==> src/rtl/eqld_pkg.sv <==
package eqld_pkg;
  localparam int DEF_NUM_CH = 4;
  localparam int DEF_CODE_W = 5;

  // override flag occupies one position below the packed codes
  function automatic int chain_len(input int num_ch, input int code_w);
    return 1 + num_ch * code_w;
  endfunction
endpackage

==> src/rtl/eqld_edge_det.sv <==
module eqld_edge_det (
  input  logic clk,
  input  logic rst,
  input  logic lvl_i,
  output logic rise_o
);
  logic lvl_q;

  // reset high so a line already high at reset release gives no edge
  always_ff @(posedge clk) begin
    if (rst) lvl_q <= 1'b1;
    else     lvl_q <= lvl_i;
  end

  assign rise_o = lvl_i & ~lvl_q;
endmodule

==> src/rtl/eqld_shift_chain.sv <==
module eqld_shift_chain #(
  parameter int LEN = 21
) (
  input  logic           clk,
  input  logic           rst,
  input  logic           step_i,
  input  logic           bit_i,
  output logic [LEN-1:0] word_o
);
  logic [LEN-1:0] chain_q;

  // newest bit at position 0, oldest falls off the top
  always_ff @(posedge clk) begin
    if (rst)         chain_q <= '0;
    else if (step_i) chain_q <= {chain_q[LEN-2:0], bit_i};
  end

  assign word_o = chain_q;
endmodule

==> src/rtl/eqld_hold_reg.sv <==
module eqld_hold_reg #(
  parameter int LEN = 21
) (
  input  logic           clk,
  input  logic           rst,
  input  logic           load_i,
  input  logic [LEN-1:0] word_i,
  output logic [LEN-1:0] word_o
);
  logic [LEN-1:0] hold_q;

  always_ff @(posedge clk) begin
    if (rst)         hold_q <= '0;
    else if (load_i) hold_q <= word_i;
  end

  assign word_o = hold_q;
endmodule

==> src/rtl/eqld_boost_sel.sv <==
module eqld_boost_sel #(
  parameter int NUM_CH = 4,
  parameter int CODE_W = 5
) (
  input  logic [NUM_CH*CODE_W:0]   word_i,
  input  logic [NUM_CH*CODE_W-1:0] pin_i,
  output logic [NUM_CH*CODE_W-1:0] boost_o,
  output logic                     ovr_o
);
  localparam int FIELD_BASE = 1;

  assign ovr_o = word_i[0];

  for (genvar c = 0; c < NUM_CH; c++) begin : g_ch
    logic [CODE_W-1:0] reg_code;
    logic [CODE_W-1:0] pin_code;
    assign reg_code = word_i[FIELD_BASE + c*CODE_W +: CODE_W];
    assign pin_code = pin_i[c*CODE_W +: CODE_W];
    assign boost_o[c*CODE_W +: CODE_W] = ovr_o ? reg_code : pin_code;
  end
endmodule

==> src/rtl/eq_boost_loader.sv <==
module eq_boost_loader
  import eqld_pkg::*;
#(
  parameter int NUM_CH = DEF_NUM_CH,
  parameter int CODE_W = DEF_CODE_W
) (
  input  logic                     clk,
  input  logic                     rst,
  input  logic                     sclk_i,
  input  logic                     sdata_i,
  input  logic                     sen_n_i,
  input  logic [NUM_CH*CODE_W-1:0] pin_boost_i,
  output logic [NUM_CH*CODE_W-1:0] boost_o,
  output logic                     ovr_o
);
  localparam int CHAIN_LEN = chain_len(NUM_CH, CODE_W);

  logic                 sclk_rise;
  logic                 sen_rise;
  logic                 shift_step;
  logic [CHAIN_LEN-1:0] shift_w;
  logic [CHAIN_LEN-1:0] hold_w;

  eqld_edge_det i_sclk_edge (
    .clk    (clk),
    .rst    (rst),
    .lvl_i  (sclk_i),
    .rise_o (sclk_rise)
  );

  eqld_edge_det i_sen_edge (
    .clk    (clk),
    .rst    (rst),
    .lvl_i  (sen_n_i),
    .rise_o (sen_rise)
  );

  assign shift_step = sclk_rise & ~sen_n_i;

  eqld_shift_chain #(.LEN(CHAIN_LEN)) i_chain (
    .clk    (clk),
    .rst    (rst),
    .step_i (shift_step),
    .bit_i  (sdata_i),
    .word_o (shift_w)
  );

  eqld_hold_reg #(.LEN(CHAIN_LEN)) i_hold (
    .clk    (clk),
    .rst    (rst),
    .load_i (sen_rise),
    .word_i (shift_w),
    .word_o (hold_w)
  );

  eqld_boost_sel #(.NUM_CH(NUM_CH), .CODE_W(CODE_W)) i_sel (
    .word_i  (hold_w),
    .pin_i   (pin_boost_i),
    .boost_o (boost_o),
    .ovr_o   (ovr_o)
  );
endmodule

==> config.mk <==
export PLATFORM = sky130hd
export DESIGN_NAME = eq_boost_loader
export DESIGN_NICKNAME = d
export VERILOG_FILES = /design/src/rtl/eqld_pkg.sv /design/src/rtl/eqld_edge_det.sv /design/src/rtl/eqld_shift_chain.sv /design/src/rtl/eqld_hold_reg.sv /design/src/rtl/eqld_boost_sel.sv /design/src/rtl/eq_boost_loader.sv
export SDC_FILE = /design/constraint.sdc
export NUM_CORES = 1
export LEC_CHECK = 0
export CORE_MARGIN = 4
export CORE_UTILIZATION = 45
export DETAILED_ROUTE_END_ITERATION = 6
export GPL_TIMING_DRIVEN = 0
export HOLD_SLACK_MARGIN = 0.02
export PLACE_DENSITY = 0.75
export SKIP_LAST_GASP = 1
export SYNTH_ARGS = -nofsm -noshare
export SYNTH_HDL_FRONTEND = slang
export SYNTH_SLANG_ARGS = --single-unit
==> constraint.sdc <==
create_clock -name clk -period 1.17 [get_ports clk]
set_input_delay 0.117 -clock clk [delete_from_list [all_inputs] [get_ports clk]]
set_output_delay 0.117 -clock clk [all_outputs]
set_load 0.02 [all_outputs]
# Yosys cells after proc, flatten, opt, wreduce, memory -nomap -nowiden
# Cells that the tools add are included.
[classes] n_reduce_logical=0 n_addsub=0 n_mul=0 eq_ne=0 n_shift=0 bitwise_logic=6 n_div=0 n_lt_le_gt_ge=0 muxes=4
[ops] op="two-way mux 5 bit" n=4
[ops] op="bitwise AND 1 bit" n=3
[ops] op="inverter 1 bit" n=3
[word_totals] input_bits=25 ramBits=0 word_cells=14 mem_count=0 reg_bits=44 mem_bits_ro=0 out_inout_bits=21 latch_bits=0

# Depth between registers and ports, before layout
[logic_depth] ltp_word=3 depth_mapped=4 ltp_nobuf=3

# Cells and area by module
# From an unflattened synthesis, not the netlist that was laid out.
[unflattened] cells_unflattened=166 area_unflattened_um2=1913.1
[by_module_without_submodules] mod="eqld_hold_reg" area_per_inst_um2=752.0 instances=1 seq_area_each_um2=420.4 cells_per_inst=68
[by_module_without_submodules] mod="eqld_shift_chain" area_per_inst_um2=752.0 instances=1 seq_area_each_um2=420.4 cells_per_inst=68
[by_module_without_submodules] mod="eqld_boost_sel" area_per_inst_um2=330.3 instances=1 seq_area_each_um2=0.0 cells_per_inst=23
[by_module_without_submodules] mod="eqld_edge_det" area_per_inst_um2=32.5 instances=2 seq_area_each_um2=20.0 cells_per_inst=3
[by_module_without_submodules] mod="eq_boost_loader" area_per_inst_um2=13.8 instances=1 seq_area_each_um2=0.0 cells_per_inst=1

# Worst setup path after synthesis
# OpenSTA, ideal clock, no wires.
[synth_path] path_type="register to output" start="reg i_hold.hold_q[0] (netlist: i_hold.word_o[0])" end="out boost_o[0]" arrival_time_ns=1.115 n_path_buf=1 path_stages_with_launch=3 slack_ns=-0.062 required_ns=1.053 cell_sequence="dfxtp_1 buf_2 mux2_2"
[synth_between] elab_chain_len=1
[synth_lines] element="from (decl)" line_no="eqld_hold_reg.sv:10" source="logic [LEN-1:0] hold_q;"
[synth_lines] element="from (signal assigned)" line_no="eqld_hold_reg.sv:14" source="else if (load_i) hold_q <= word_i;"
[synth_lines] element="two-way mux 5 bit" line_no="eqld_boost_sel.sv:19" source="assign boost_o[c*CODE_W +: CODE_W] = ovr_o ? reg_code : pin_code;"
[synth_lines] element="to (decl)" line_no="eq_boost_loader.sv:13" source="output logic [NUM_CH*CODE_W-1:0] boost_o,"
# No other way between the ends.

# Final worst setup path
[layout_path] start="reg i_hold.hold_q[0] (netlist: i_hold.word_o[0])" end="out boost_o[13]"
# The elaborated chain is that of the path after synthesis.

==> metrics.txt <==
status=finished with violations; failing checks=negative setup slack; setup TNS=-4.50 ns; CTS tree=done; Worst Hold Depth=2; syn avg cell area=between 8 and 9 µm²; RSZ-0062 raised after global routing=yes; worst hold path class=in2reg; fin crit period=about 1.4 ns; CP Capture Type=output pin; crit path DAT=around 1.3 ns; crit start category=flop; Slowest-stage cell, CP=dfxtp_4; CP required=~1.1 ns; LEAKAGE=about 1 nW; initial antenna violation count=0; number of global-route vias before repair=around 1.4k; Post-Route WL=4.54 mm; Post-DRT Antenna Nets=0; CP delay by family, top=flip-flops; total gr overflow=0; power per cell area=roughly 1000 nW/µm²; Vias/cell=5.15; worst-margin pin slew=between 0.6 and 0.7 ns; Clock Sinks=44; worst r2r src=i_sclk_edge.lvl_q$_SDFF_PP1_; core box area=roughly 3700 µm²; hpwl dp=2.87 mm; ANT cells=0; commonest cells after routing, fill and taps aside=nand2_1 (64), dfxtp_1 (42), buf_6 (23), a21oi_1 (23), clkdlybuf4s50_1 (22); MaxCap Viol Count=0; die outline width=70.5 µm; Inserted Clock Buffers=5; placed instance count=a little over 300; drt first-iter violations=slightly below 80; total track usage=between 10% and 20%; final net count=between 200 and 300; combinational power share=approximately 14%; CP startpoint=i_hold.word_o[0]$_SDFFE_PP0P_; setup violators final=32; Fin Clk Skew=about 0.0054 ns; first-pass GRT wire length=roughly 6.5 mm; worst relative slew slack=between 50% and 60%; Synth Warn #=0; clock network power share=a little under a third; number of distinct library cells after synthesis=12; Ports=46; Buf/Inv on CP=2; fill count=approximately 290; I/O Buffers=44; final slew viol count=0; H-Tree Depth=2; Syn Nets=between 200 and 250; clock-pin slew on the worst setup and hold paths=about 0.07 ns; Core Util, Final=between 70% and 80%; critical path class=reg2out; Syn-to-layout area delta=55.7%; worst hold slack=0.170 ns; register bit total from synthesis=between 40 and 50; reg-to-reg setup timing slack=-0.04 ns; Initial DRT Pass Iterations=4; commonest non-fill, non-tap cell in the layout=nand2_1; Psw=about 0.62 mW; Clock Tree Buf Depth=2; Crit Path Max Fanout=6; Reg2Reg Capture Point=i_chain.word_o[14]$_SDFFE_PP0P_; largest net degree at the start of global routing=12; Post-Syn Area=1760 µm²; # rows=22; P_int=between 2 and 2.5 mW; final setup margin=-0.235 ns; crit path to=boost_o[13]; CP cell instances=clkbuf_16, mux2_4, buf_6; Placer Congestion=approximately 0.75; R2R cell count=4; initial core utilization=47.4%; Sw Ratio=22.7%; CP peak stage delay=roughly 0.4 ns; Hold Violations, Final=0; Root Driver=clkbuf_8; Levels on crit path=3; number of remaining DRC errors=0; later-pin clock latency in the skew report=0.29 ns; share of cells above drive strength 1=between 30 and 40%; maximum clock rate=about 0.71 GHz; DR vias=approximately 1.6k; maximum VDD drop=approximately 0.9 mV; Die Ht=70.5 µm; sequential share of power=a little under three fifths; register area share after synthesis=between 50% and 60%; Die ar.=about 5000 µm²; Post-Layout Cell Count=314; final cycle utilization of the critical path=120%; average wire per standard cell=approximately 14 µm; Synth Instances=~210
==> sequential cells by signal, summed over array words and instances, names as in the netlist <==
signal and cells:
i_chain.word_o 21, i_hold.word_o 21, i_sclk_edge.lvl_q 1, i_sen_edge.lvl_q 1
==> cell families (layout without fill, tap and decap cells) <==
group / count (synthesis) / count (layout) / synth area share [%]
buf+inv: 15 / 70 / 4.48
compound gates: 42 / 42 / 11.9
simple gates: 90 / 90 / 20.8
mux: 20 / 20 / 12.8
flops: 44 / 44 / 50.0
==> area by class of cell <==
cell class,instances,area [µm²],area share (%)
Buffer,15,105,3.83
Clock buffer,5,68.8,2.51
Multi-Input combinational cell,152,1070,38.9
Sequential cell,44,886,32.3
Tap cell,48,60.1,2.19
Timing Repair Buffer,50,554,20.2
==> stage by stage <==
stage                     setup WS (ns)  power, mW  instance area (µm²)
after floorplan                  0.0825       1.68                 1770
after global placement           -0.368       1.84                 2270
after detailed placement         -0.373       1.85                 2270
after CTS                        -0.264       2.65                 2320
after global routing             -0.269       2.81                 2740
final                            -0.235       2.71                 2740
==> power by group through the flow <==
| stage | Combinational (mW) | Clock, mW | Sequential [mW] |
|---|---|---|---|
| 2_1_floorplan | 0.143 | 0 | 1.54 |
| 3_3_place_gp | 0.307 | 0 | 1.54 |
| 3_5_place_dp | 0.311 | 0 | 1.54 |
| 4_1_cts | 0.299 | 0.847 | 1.50 |
| 5_1_grt | 0.396 | 0.913 | 1.50 |
| 6_report | 0.377 | 0.831 | 1.50 |
==> cell usage after synthesis <==
master	number	area (µm²)
a21oi_1	42	210
mux2_2	20	225
and2b_1	1	7.51
nand2_1	84	315
or3b_4	1	11.3
or2_2	2	12.5
clkbuf_1	7	26.3
nor3b_2	1	12.5
dfxtp_1	44	881
buf_2	6	30.0
nand2b_1	1	6.26
buf_6	2	22.5
==> how the worst min path moves through the flow <==
| stage | endpoint | start | slack (ns) |
|---|---|---|---|
| final | i_chain.word_o[11]$_SDFFE_PP0P_ | rst | 0.17 |
| after global routing | i_chain.word_o[11]$_SDFFE_PP0P_ | rst | 0.20 |
| after CTS | i_chain.word_o[11]$_SDFFE_PP0P_ | rst | 0.17 |
| after detailed placement | i_hold.word_o[15]$_SDFFE_PP0P_ | i_hold.word_o[15]$_SDFFE_PP0P_ | 0.44 |
| after global placement | i_hold.word_o[19]$_SDFFE_PP0P_ | i_hold.word_o[19]$_SDFFE_PP0P_ | 0.44 |
| after floorplan | i_sclk_edge.lvl_q$_SDFF_PP1_ | sclk_i | 0.22 |
==> what timing repair did <==
| action | in CTS | in global routing |
|---|---|---|
| setup endpoints to repair | 39 | 41 |
| cloned | 1 | 3 |
| setup buffers | 1 | 1 |
| hold buffers | 0 | 0 |
| gates resized for setup | 105 | 103 |
| pin swaps | 0 | 24 |
==> routing by layer <==
layer	routed length (µm)	vias to the layer above	track usage, %	share of wire (%)
met2	2120	42	23.4	47
met3	255	5	5.40	5.6
met1	2120	767	22.9	47
li1	-	803	-	-
met5	0	-	0	0
met4	40	0	3.76	0.88
No activity file was read; power rests on OpenSTA's default activity.
